$ cat src/rtl/btf_pkg.sv
package btf_pkg;

    localparam logic [7:0] APP_FN_BYTE = 8'h18;  // application function code << 2
    localparam logic [7:0] CAP_CMD     = 8'h36;  // capability query command
    localparam logic [7:0] CC_TOO_BIG  = 8'hCA;  // cannot return requested byte count
    localparam logic [7:0] RSP_BIT     = 8'h04;  // response marker in function byte

    typedef enum logic [2:0] {
        CK_IDLE,
        CK_LEN,
        CK_FN,
        CK_SEQ,
        CK_CMD,
        CK_CAP,
        CK_FWD
    } chk_st_e;

    typedef enum logic [1:0] {
        FR_WAIT,
        FR_TAKE,
        FR_DROP,
        FR_FIN
    } frm_st_e;

endpackage

$ cat src/rtl/btf_req_check.sv
module btf_req_check
    import btf_pkg::*;
#(
    parameter int BUF_BYTES = 64,
    parameter int AW        = 6,
    parameter int LEN_W     = 7
) (
    input  logic             clk,
    input  logic             rst_n,
    input  logic             req_strobe,
    input  logic [LEN_W-1:0] inb_len,
    output logic [AW-1:0]    inb_addr,
    input  logic [7:0]       inb_data,
    output logic             inb_clr,
    output logic             be_req_valid,
    input  logic             be_req_ready,
    output logic [7:0]       be_req_data,
    output logic             be_req_last,
    output logic [7:0]       be_req_id,
    input  logic [7:0]       exp_id,
    input  logic             rsp_accept,
    output logic [7:0]       saved_seq,
    output logic             cap_active,
    output logic             cap_we,
    output logic [AW-1:0]    cap_addr,
    output logic [7:0]       cap_data,
    output logic             cap_done
);

    localparam int          CAP_SZ    = (BUF_BYTES > 255) ? 255 : BUF_BYTES;
    localparam logic [7:0]  CAP_SZ_B  = 8'(CAP_SZ);
    localparam int          CAP_LAST  = 9;
    localparam int          MIN_LEN   = 4;

    typedef struct packed {
        chk_st_e          st;
        logic [LEN_W-1:0] len;
        logic [LEN_W-1:0] idx;
        logic [7:0]       fn;
        logic [7:0]       seq;
        logic [7:0]       cmd;
        logic             pending;
    } chk_state_t;

    chk_state_t st_q, st_d;

    function automatic logic [7:0] cap_byte(input logic [LEN_W-1:0] i,
                                            input logic [7:0] fn,
                                            input logic [7:0] seq,
                                            input logic [7:0] cmd);
        logic [7:0] b;
        case (int'(i))
            0:       b = 8'd9;
            1:       b = fn | RSP_BIT;
            2:       b = seq;
            3:       b = cmd;
            4:       b = 8'd0;
            5:       b = 8'd1;
            6:       b = CAP_SZ_B;
            7:       b = CAP_SZ_B;
            8:       b = 8'd10;
            default: b = 8'd0;
        endcase
        return b;
    endfunction

    always_comb begin
        st_d         = st_q;
        inb_addr     = '0;
        inb_clr      = 1'b0;
        be_req_valid = 1'b0;
        be_req_data  = 8'd0;
        be_req_last  = 1'b0;
        cap_we       = 1'b0;
        cap_addr     = '0;
        cap_data     = 8'd0;
        cap_done     = 1'b0;

        if (rsp_accept) begin
            st_d.pending = 1'b0;
        end

        case (st_q.st)
            CK_IDLE: begin
                if (req_strobe && !st_q.pending) begin
                    st_d.len = inb_len;
                    if (int'(inb_len) >= MIN_LEN) begin
                        st_d.st = CK_LEN;
                    end
                end
            end
            CK_LEN: begin
                inb_addr = AW'(0);
                if (inb_data != 8'(st_q.len - LEN_W'(1))) begin
                    inb_clr = 1'b1;
                    st_d.st = CK_IDLE;
                end else begin
                    st_d.st = CK_FN;
                end
            end
            CK_FN: begin
                inb_addr = AW'(1);
                st_d.fn  = inb_data;
                st_d.st  = CK_SEQ;
            end
            CK_SEQ: begin
                inb_addr = AW'(2);
                st_d.seq = inb_data;
                st_d.st  = CK_CMD;
            end
            CK_CMD: begin
                inb_addr = AW'(3);
                st_d.cmd = inb_data;
                st_d.idx = '0;
                if (st_q.fn == APP_FN_BYTE && inb_data == CAP_CMD) begin
                    st_d.st = CK_CAP;
                end else begin
                    st_d.st = CK_FWD;
                end
            end
            CK_CAP: begin
                cap_we   = 1'b1;
                cap_addr = AW'(st_q.idx);
                cap_data = cap_byte(st_q.idx, st_q.fn, st_q.seq, st_q.cmd);
                if (int'(st_q.idx) == CAP_LAST) begin
                    cap_done = 1'b1;
                    st_d.st  = CK_IDLE;
                end else begin
                    st_d.idx = st_q.idx + LEN_W'(1);
                end
            end
            CK_FWD: begin
                inb_addr     = AW'(st_q.idx + LEN_W'(2));
                be_req_valid = 1'b1;
                be_req_data  = (st_q.idx == '0) ? st_q.fn : inb_data;
                be_req_last  = (st_q.idx == st_q.len - LEN_W'(3));
                if (be_req_ready) begin
                    if (be_req_last) begin
                        st_d.pending = 1'b1;
                        st_d.st      = CK_IDLE;
                    end else begin
                        st_d.idx = st_q.idx + LEN_W'(1);
                    end
                end
            end
            default: st_d.st = CK_IDLE;
        endcase
    end

    always_ff @(posedge clk or negedge rst_n) begin
        if (!rst_n) begin
            st_q <= '{st: CK_IDLE, len: '0, idx: '0, fn: 8'd0,
                      seq: 8'd0, cmd: 8'd0, pending: 1'b0};
        end else begin
            st_q <= st_d;
        end
    end

    assign be_req_id  = exp_id;
    assign saved_seq  = st_q.seq;
    assign cap_active = (st_q.st == CK_CAP);

    AST_REQ_HOLD: assert property (@(posedge clk) disable iff (!rst_n)
        be_req_valid && !be_req_ready |=> be_req_valid && $stable(be_req_data)
                                           && $stable(be_req_last));

    AST_SHORT_IGNORED: assert property (@(posedge clk) disable iff (!rst_n)
        (st_q.st == CK_IDLE) && req_strobe && (int'(inb_len) < MIN_LEN)
            |=> (st_q.st == CK_IDLE));

    AST_PEND_BLOCKS: assert property (@(posedge clk) disable iff (!rst_n)
        st_q.pending && !rsp_accept && req_strobe |=> !be_req_valid && !inb_clr);

endmodule

$ cat src/rtl/btf_rsp_frame.sv
module btf_rsp_frame
    import btf_pkg::*;
#(
    parameter int BUF_BYTES = 64,
    parameter int AW        = 6,
    parameter int LEN_W     = 7
) (
    input  logic             clk,
    input  logic             rst_n,
    input  logic             hold,
    input  logic             rsp_valid,
    output logic             rsp_ready,
    input  logic [7:0]       rsp_data,
    input  logic             rsp_last,
    input  logic [7:0]       rsp_id,
    input  logic [7:0]       saved_seq,
    output logic [7:0]       exp_id,
    output logic             rsp_accept,
    output logic             fr_we,
    output logic [AW-1:0]    fr_addr,
    output logic [7:0]       fr_data,
    output logic             fr_done,
    output logic [LEN_W-1:0] fr_len
);

    localparam int            CNT_W    = AW + 2;
    localparam int            MAX_BODY = BUF_BYTES - 2;
    localparam logic [CNT_W-1:0] CNT_MAX = '1;
    localparam int            ERR_STEPS = 5;

    typedef struct packed {
        frm_st_e          st;
        logic [CNT_W-1:0] cnt;
        logic [2:0]       step;
        logic [7:0]       fn;
        logic [7:0]       cmd;
        logic [7:0]       exp;
    } frm_state_t;

    frm_state_t fq, fd;
    logic       beat;
    logic       over;

    always_comb begin
        fd         = fq;
        fr_we      = 1'b0;
        fr_addr    = '0;
        fr_data    = 8'd0;
        fr_done    = 1'b0;
        fr_len     = '0;
        rsp_accept = 1'b0;
        rsp_ready  = (fq.st != FR_FIN) && !hold;
        beat       = rsp_valid && rsp_ready;
        over       = int'(fq.cnt) > MAX_BODY;

        case (fq.st)
            FR_WAIT: begin
                if (beat) begin
                    if (rsp_id == fq.exp) begin
                        fr_we   = 1'b1;
                        fr_addr = AW'(1);
                        fr_data = rsp_data;
                        fd.fn   = rsp_data;
                        fd.cmd  = 8'd0;
                        fd.cnt  = CNT_W'(1);
                        fd.step = 3'd0;
                        fd.st   = rsp_last ? FR_FIN : FR_TAKE;
                    end else begin
                        fd.st   = rsp_last ? FR_WAIT : FR_DROP;
                    end
                end
            end
            FR_TAKE: begin
                if (beat) begin
                    if (int'(fq.cnt) + 2 < BUF_BYTES) begin
                        fr_we   = 1'b1;
                        fr_addr = AW'(fq.cnt + CNT_W'(2));
                        fr_data = rsp_data;
                    end
                    if (fq.cnt == CNT_W'(1)) begin
                        fd.cmd = rsp_data;
                    end
                    if (fq.cnt != CNT_MAX) begin
                        fd.cnt = fq.cnt + CNT_W'(1);
                    end
                    if (rsp_last) begin
                        fd.step = 3'd0;
                        fd.st   = FR_FIN;
                    end
                end
            end
            FR_DROP: begin
                if (beat && rsp_last) begin
                    fd.st = FR_WAIT;
                end
            end
            FR_FIN: begin
                fr_we = 1'b1;
                if (over) begin
                    fr_addr = AW'(fq.step);
                    case (fq.step)
                        3'd0:    fr_data = 8'd4;
                        3'd1:    fr_data = fq.fn;
                        3'd2:    fr_data = saved_seq;
                        3'd3:    fr_data = fq.cmd;
                        default: fr_data = CC_TOO_BIG;
                    endcase
                end else begin
                    fr_addr = (fq.step == 3'd0) ? AW'(0) : AW'(2);
                    fr_data = (fq.step == 3'd0) ? 8'(fq.cnt + CNT_W'(1)) : saved_seq;
                end
                if ((over && int'(fq.step) == ERR_STEPS - 1) ||
                    (!over && fq.step == 3'd1)) begin
                    fr_done    = 1'b1;
                    fr_len     = over ? LEN_W'(ERR_STEPS) : LEN_W'(fq.cnt + CNT_W'(2));
                    rsp_accept = 1'b1;
                    fd.exp     = fq.exp + 8'd1;
                    fd.st      = FR_WAIT;
                end else begin
                    fd.step = fq.step + 3'd1;
                end
            end
            default: fd.st = FR_WAIT;
        endcase
    end

    always_ff @(posedge clk or negedge rst_n) begin
        if (!rst_n) begin
            fq <= '{st: FR_WAIT, cnt: '0, step: 3'd0, fn: 8'd0, cmd: 8'd0, exp: 8'd0};
        end else begin
            fq <= fd;
        end
    end

    assign exp_id = fq.exp;

    AST_ID_STEP: assert property (@(posedge clk) disable iff (!rst_n)
        rsp_accept |=> exp_id == $past(exp_id) + 8'd1);

    AST_FOREIGN_ID_KEPT: assert property (@(posedge clk) disable iff (!rst_n)
        beat && (fq.st == FR_WAIT) && (rsp_id != exp_id) |=> $stable(exp_id));

    AST_DROP_NO_WRITE: assert property (@(posedge clk) disable iff (!rst_n)
        (fq.st == FR_DROP) |-> !fr_we && !fr_done);

endmodule

$ cat src/rtl/btf_frame_engine.sv
module btf_frame_engine
    import btf_pkg::*;
#(
    parameter int BUF_BYTES = 64,
    localparam int AW       = $clog2(BUF_BYTES),
    localparam int LEN_W    = $clog2(BUF_BYTES + 1)
) (
    input  logic             clk,
    input  logic             rst_n,
    input  logic             req_strobe,
    input  logic [LEN_W-1:0] inb_len,
    output logic [AW-1:0]    inb_addr,
    input  logic [7:0]       inb_data,
    output logic             inb_clr,
    output logic             be_req_valid,
    input  logic             be_req_ready,
    output logic [7:0]       be_req_data,
    output logic             be_req_last,
    output logic [7:0]       be_req_id,
    input  logic             be_rsp_valid,
    output logic             be_rsp_ready,
    input  logic [7:0]       be_rsp_data,
    input  logic             be_rsp_last,
    input  logic [7:0]       be_rsp_id,
    output logic             ob_we,
    output logic [AW-1:0]    ob_addr,
    output logic [7:0]       ob_data,
    output logic             ob_len_we,
    output logic [LEN_W-1:0] ob_len,
    output logic             reply_done
);

    logic [7:0]       exp_id;
    logic             rsp_accept;
    logic [7:0]       saved_seq;
    logic             cap_active;
    logic             cap_we;
    logic [AW-1:0]    cap_addr;
    logic [7:0]       cap_data;
    logic             cap_done;
    logic             fr_we;
    logic [AW-1:0]    fr_addr;
    logic [7:0]       fr_data;
    logic             fr_done;
    logic [LEN_W-1:0] fr_len;

    btf_req_check #(.BUF_BYTES(BUF_BYTES), .AW(AW), .LEN_W(LEN_W)) u_check (
        .clk          (clk),
        .rst_n        (rst_n),
        .req_strobe   (req_strobe),
        .inb_len      (inb_len),
        .inb_addr     (inb_addr),
        .inb_data     (inb_data),
        .inb_clr      (inb_clr),
        .be_req_valid (be_req_valid),
        .be_req_ready (be_req_ready),
        .be_req_data  (be_req_data),
        .be_req_last  (be_req_last),
        .be_req_id    (be_req_id),
        .exp_id       (exp_id),
        .rsp_accept   (rsp_accept),
        .saved_seq    (saved_seq),
        .cap_active   (cap_active),
        .cap_we       (cap_we),
        .cap_addr     (cap_addr),
        .cap_data     (cap_data),
        .cap_done     (cap_done)
    );

    btf_rsp_frame #(.BUF_BYTES(BUF_BYTES), .AW(AW), .LEN_W(LEN_W)) u_frame (
        .clk        (clk),
        .rst_n      (rst_n),
        .hold       (cap_active),
        .rsp_valid  (be_rsp_valid),
        .rsp_ready  (be_rsp_ready),
        .rsp_data   (be_rsp_data),
        .rsp_last   (be_rsp_last),
        .rsp_id     (be_rsp_id),
        .saved_seq  (saved_seq),
        .exp_id     (exp_id),
        .rsp_accept (rsp_accept),
        .fr_we      (fr_we),
        .fr_addr    (fr_addr),
        .fr_data    (fr_data),
        .fr_done    (fr_done),
        .fr_len     (fr_len)
    );

    always_comb begin
        if (cap_active) begin
            ob_we   = cap_we;
            ob_addr = cap_addr;
            ob_data = cap_data;
        end else begin
            ob_we   = fr_we;
            ob_addr = fr_addr;
            ob_data = fr_data;
        end
        reply_done = cap_done | fr_done;
        ob_len_we  = cap_done | fr_done;
        ob_len     = cap_done ? LEN_W'(10) : fr_len;
    end

    AST_ONE_WRITER: assert property (@(posedge clk) disable iff (!rst_n)
        !(cap_we && fr_we));

    AST_DONE_WITH_LEN: assert property (@(posedge clk) disable iff (!rst_n)
        reply_done |-> ob_len_we && (int'(ob_len) <= BUF_BYTES));

endmodule

$ cat config.mk
export PLATFORM = sky130hd
export DESIGN_NAME = btf_frame_engine
export DESIGN_NICKNAME = d
export VERILOG_FILES = /design/src/rtl/btf_pkg.sv /design/src/rtl/btf_req_check.sv /design/src/rtl/btf_rsp_frame.sv /design/src/rtl/btf_frame_engine.sv
export SDC_FILE = /design/constraint.sdc
export NUM_CORES = 1
export LEC_CHECK = 0
export BUFFER_PORTS_ARGS = -buffer_cell sky130_fd_sc_hd__buf_2
export CORE_MARGIN = 4
export CORE_UTILIZATION = 51
export DETAILED_ROUTE_END_ITERATION = 12
export PLACE_DENSITY_LB_ADDON = 0.25
export SLEW_MARGIN = 20
export SYNTH_ARGS = -nofsm -noshare
export SYNTH_HDL_FRONTEND = slang
export SYNTH_HIERARCHICAL = 1
export SYNTH_SLANG_ARGS = --single-unit
$ cat constraint.sdc
create_clock -name clk -period 2.7 [get_ports clk]
set_input_delay 0.135 -clock clk [delete_from_list [all_inputs] [get_ports clk]]
set_output_delay 0.135 -clock clk [all_outputs]
set_load 0.01 [all_outputs]
==> flow_summary.toml <==
[finish]
nNetsFinal = 797
final_cell_mix = "85 x buf_2, 71 x dfrtp_1, 65 x nand2_1"
fill_cells = 1047
antenna_cells = 0
stdcell_area_um2 = 7250
final_cells = 915
syn2layout_area_growth_pct = 15.1
final_common_cell = "buf_2"
drive_above_1_share_pct = 33.9

[routing]
routedWlPerCell_um = 19.5
via_per_inst = 6.23
ant_nets = 0
drt_pass1_iterations = 5
routed_wl_um = 17900
first_iter_violations = 554
vias = 5699
drcViolationCount = 0

[cts]
clockBufferDepth = 2
root_buffer = "clkbuf_16"
htree_levels = 3
numCtsBuffers = 9
cts_sinks = 79
clk_latency_ns = 0.34
cts.clk_slew.worst_paths_ns = 0.06
cts_tree = "done"

[grt]
antenna_found_initial = 0
grt_pass1_wl_um = 28600
grt_max_degree = 80
gr-total-overflow = 0
grt.total_usage_pct = 24.8
grt_pass1_vias = 5453

[yosys]
syn_area_um2 = 6300
ys_ff_latch = 79
ys_types = 96
synth-edff-count = 0
synthesis.nets = 743
async_flop_share_pct = 100
seq_area_frac_synth_pct = 31.4
ys.flop_type = "dfrtp_1"
synthCells = 689
post-synth-top-area-cell = "dfrtp_1"
synth_top_area_share_pct = 31.4
synth_area_leaders = "dfrtp_1 31%, mux2_2 7.0%, nand2_1 4.1%"
yosysWarningCount = 6
syn_avg_cell_area_um2 = 9.14

[floorplanning]
core-area_um2 = 12100
rows = 40
die-width_um = 119
dieArea_um2 = 14200
io_pins = 87
die_y_um = 119
start_util_pct = 52.2

[worst_hold_path]
whs_path_depth = 2
hp-start = "inb_len[1]"
worstHoldEndpoint = "u_check/st_q[33]"
min_path_type = "in -> reg"

[worst_setup_path]
cp_max_fo = 7
r2r_cells = 6
cp-end-kind = "output port"
cp.arrival_ns = 2.54
rrSetupSlack_ns = 0.18
crit_required_ns = 2.57
path_class = "reg -> out"
timing.rr.end = "u_check/st_q[30]"
critPathLaunchType = "register"
r2r-start = "u_check/st_q[32]"

[pwr]
power_density_nw_per_um2 = 709
p_leak_nw = 3.18
peakVddDrop_uv = 670
finalPower_w = 0.00514

[sta]
clock.fmax_mhz = 373
period_share_pct = 99.2
setup_viol = 0
finalCriticalPeriod_ns = 2.68
skew_ns = 0.00575
holdWs_ns = 0.0387
relSlewSlack_pct = 46.0
hold_viol = 0
worst_pin_slew_ns = 0.808
rsz0062_at_grt = "true"
slew_viol_final = 0

[placement]
dp_cells = 891
dpl.hpwl_um = 12500
numPortBuffers = 86
gp_congestion = 0.920
placed_area_um2 = 6650

[job]
cap_violations = 0

[run_status]
status = "completed"
==> synth_stat cells (6+ instances only) <==
| master | instances |
|---|---|
| a211oi_1 | 6 |
| a31oi_1 | 8 |
| nor2b_1 | 12 |
| inv_1 | 21 |
| xor2_1 | 17 |
| a21oi_1 | 20 |
| and2_1 | 8 |
| mux2_4 | 11 |
| xnor2_1 | 24 |
| buf_4 | 30 |
| and3_1 | 11 |
| buf_2 | 14 |
| nand3_1 | 27 |
| mux2i_1 | 8 |
| dfrtp_1 | 79 |
| ha_1 | 17 |
| o21ai_0 | 24 |
| o211ai_1 | 7 |
| a22oi_1 | 8 |
| nor3_1 | 12 |
| nor2_1 | 48 |
| clkbuf_1 | 22 |
| mux2_2 | 39 |
| nand2_1 | 68 |
| o21ai_1 | 8 |
| nand4_1 | 12 |
| nor4_1 | 8 |
| mux2_1 | 6 |
==> timing repair <==
| action | CTS | global route |
|---|---|---|
| setup buffers | 0 | 7 |
| hold buffers | 0 | 1 |
| endpoints found under the hold margin | 0 | 79 |
| gates cloned | 0 | 1 |
| pin swaps | 1 | 6 |
| endpoints found under the setup margin | 11 | 20 |
| resized for setup | 13 | 33 |
==> per-stage QoR <==
step	utilization, %	worst slack, ns	TNS, ns
3_5_place_dp	55.1	0.178	0
6_report	60.1	0.0212	0
3_3_place_gp	55.1	0.212	0
4_1_cts	58.4	0.00385	0
2_1_floorplan	-	0.222	0
5_1_grt	60.1	-0.0741	-0.123
==> power breakdown <==
group / switching [W] / leakage (nW) / internal [W]
Combinational: 0.00111 / 2.01 / 0.000871
Clock: 0.000506 / 0.165 / 0.000925
Sequential: 0.000287 / 0.999 / 0.00144
Total: 0.00190 / 3.18 / 0.00323
==> worst max path at each step <==
| stage | startpoint | to | slack, ns | cells past startpoint |
|---|---|---|---|---|
| after floorplan | u_check/st_q[32] | u_check/st_q[30] | 0.22 | 6 |
| after global placement | u_check/st_q[32] | u_check/st_q[30] | 0.21 | 6 |
| after detailed placement | u_frame/fq[27] | ob_data[5] | 0.18 | 9 |
| after CTS | u_check/st_q[27] | ob_data[6] | 0.004 | 8 |
| after global routing | u_check/st_q[34] | inb_clr | -0.07 | 7 |
| final | u_check/st_q[34] | inb_clr | 0.02 | 7 |
==> layout make-up <==
class	instances	area, um2	share of cell area, %
Sequential cell	79	1990	27.4
Tap cell	168	210	2.90
Clock buffer	10	239	3.30
Inverter	21	78.8	1.09
Clock inverter	5	106	1.47
Multi-Input combinational cell	517	3970	54.8
Timing Repair Buffer	115	657	9.06
==> worst max-delay path, cell delays in order (launching register included) <==
cell	delay, ns
dfrtp_2	0.44
or4_4	0.60
nor4_4	0.31
o41ai_2	0.14
a2111oi_4	0.25
nand2_1	0.13
and3_1	0.19
buf_2	0.13
==> registers in the layout (all words and copies together) (netlist names) <==
name / count
u_check/st_q: 34
u_check/saved_seq: 8
u_frame/exp_id: 8
u_frame/fq: 29
==> metal layers <==
layer,global-route usage [%],share of wire [%],vias up
li1,-,-,2587
met1,34.9,44,2785
met2,38.9,46,292
met3,4.13,8.2,35
met4,7.89,1.7,0
met5,0,0,-
==> logic make-up (layout without fill, tap and decap cells) <==
family                   after synthesis  after routing  synth area share (%)
AND/OR/NAND/NOR                      247            247                  21.1
buffers and inverters                 94            151                  8.42
adder cells (fa/ha/maj)               18             18                  3.54
XOR/XNOR                              42             42                  6.12
AO/OA/AOI/OAI                        145            146                  17.5
flip-flops                            79             79                  31.4
multiplexers                          64             64                  11.9
No activity file was read; power rests on OpenSTA's default activity.
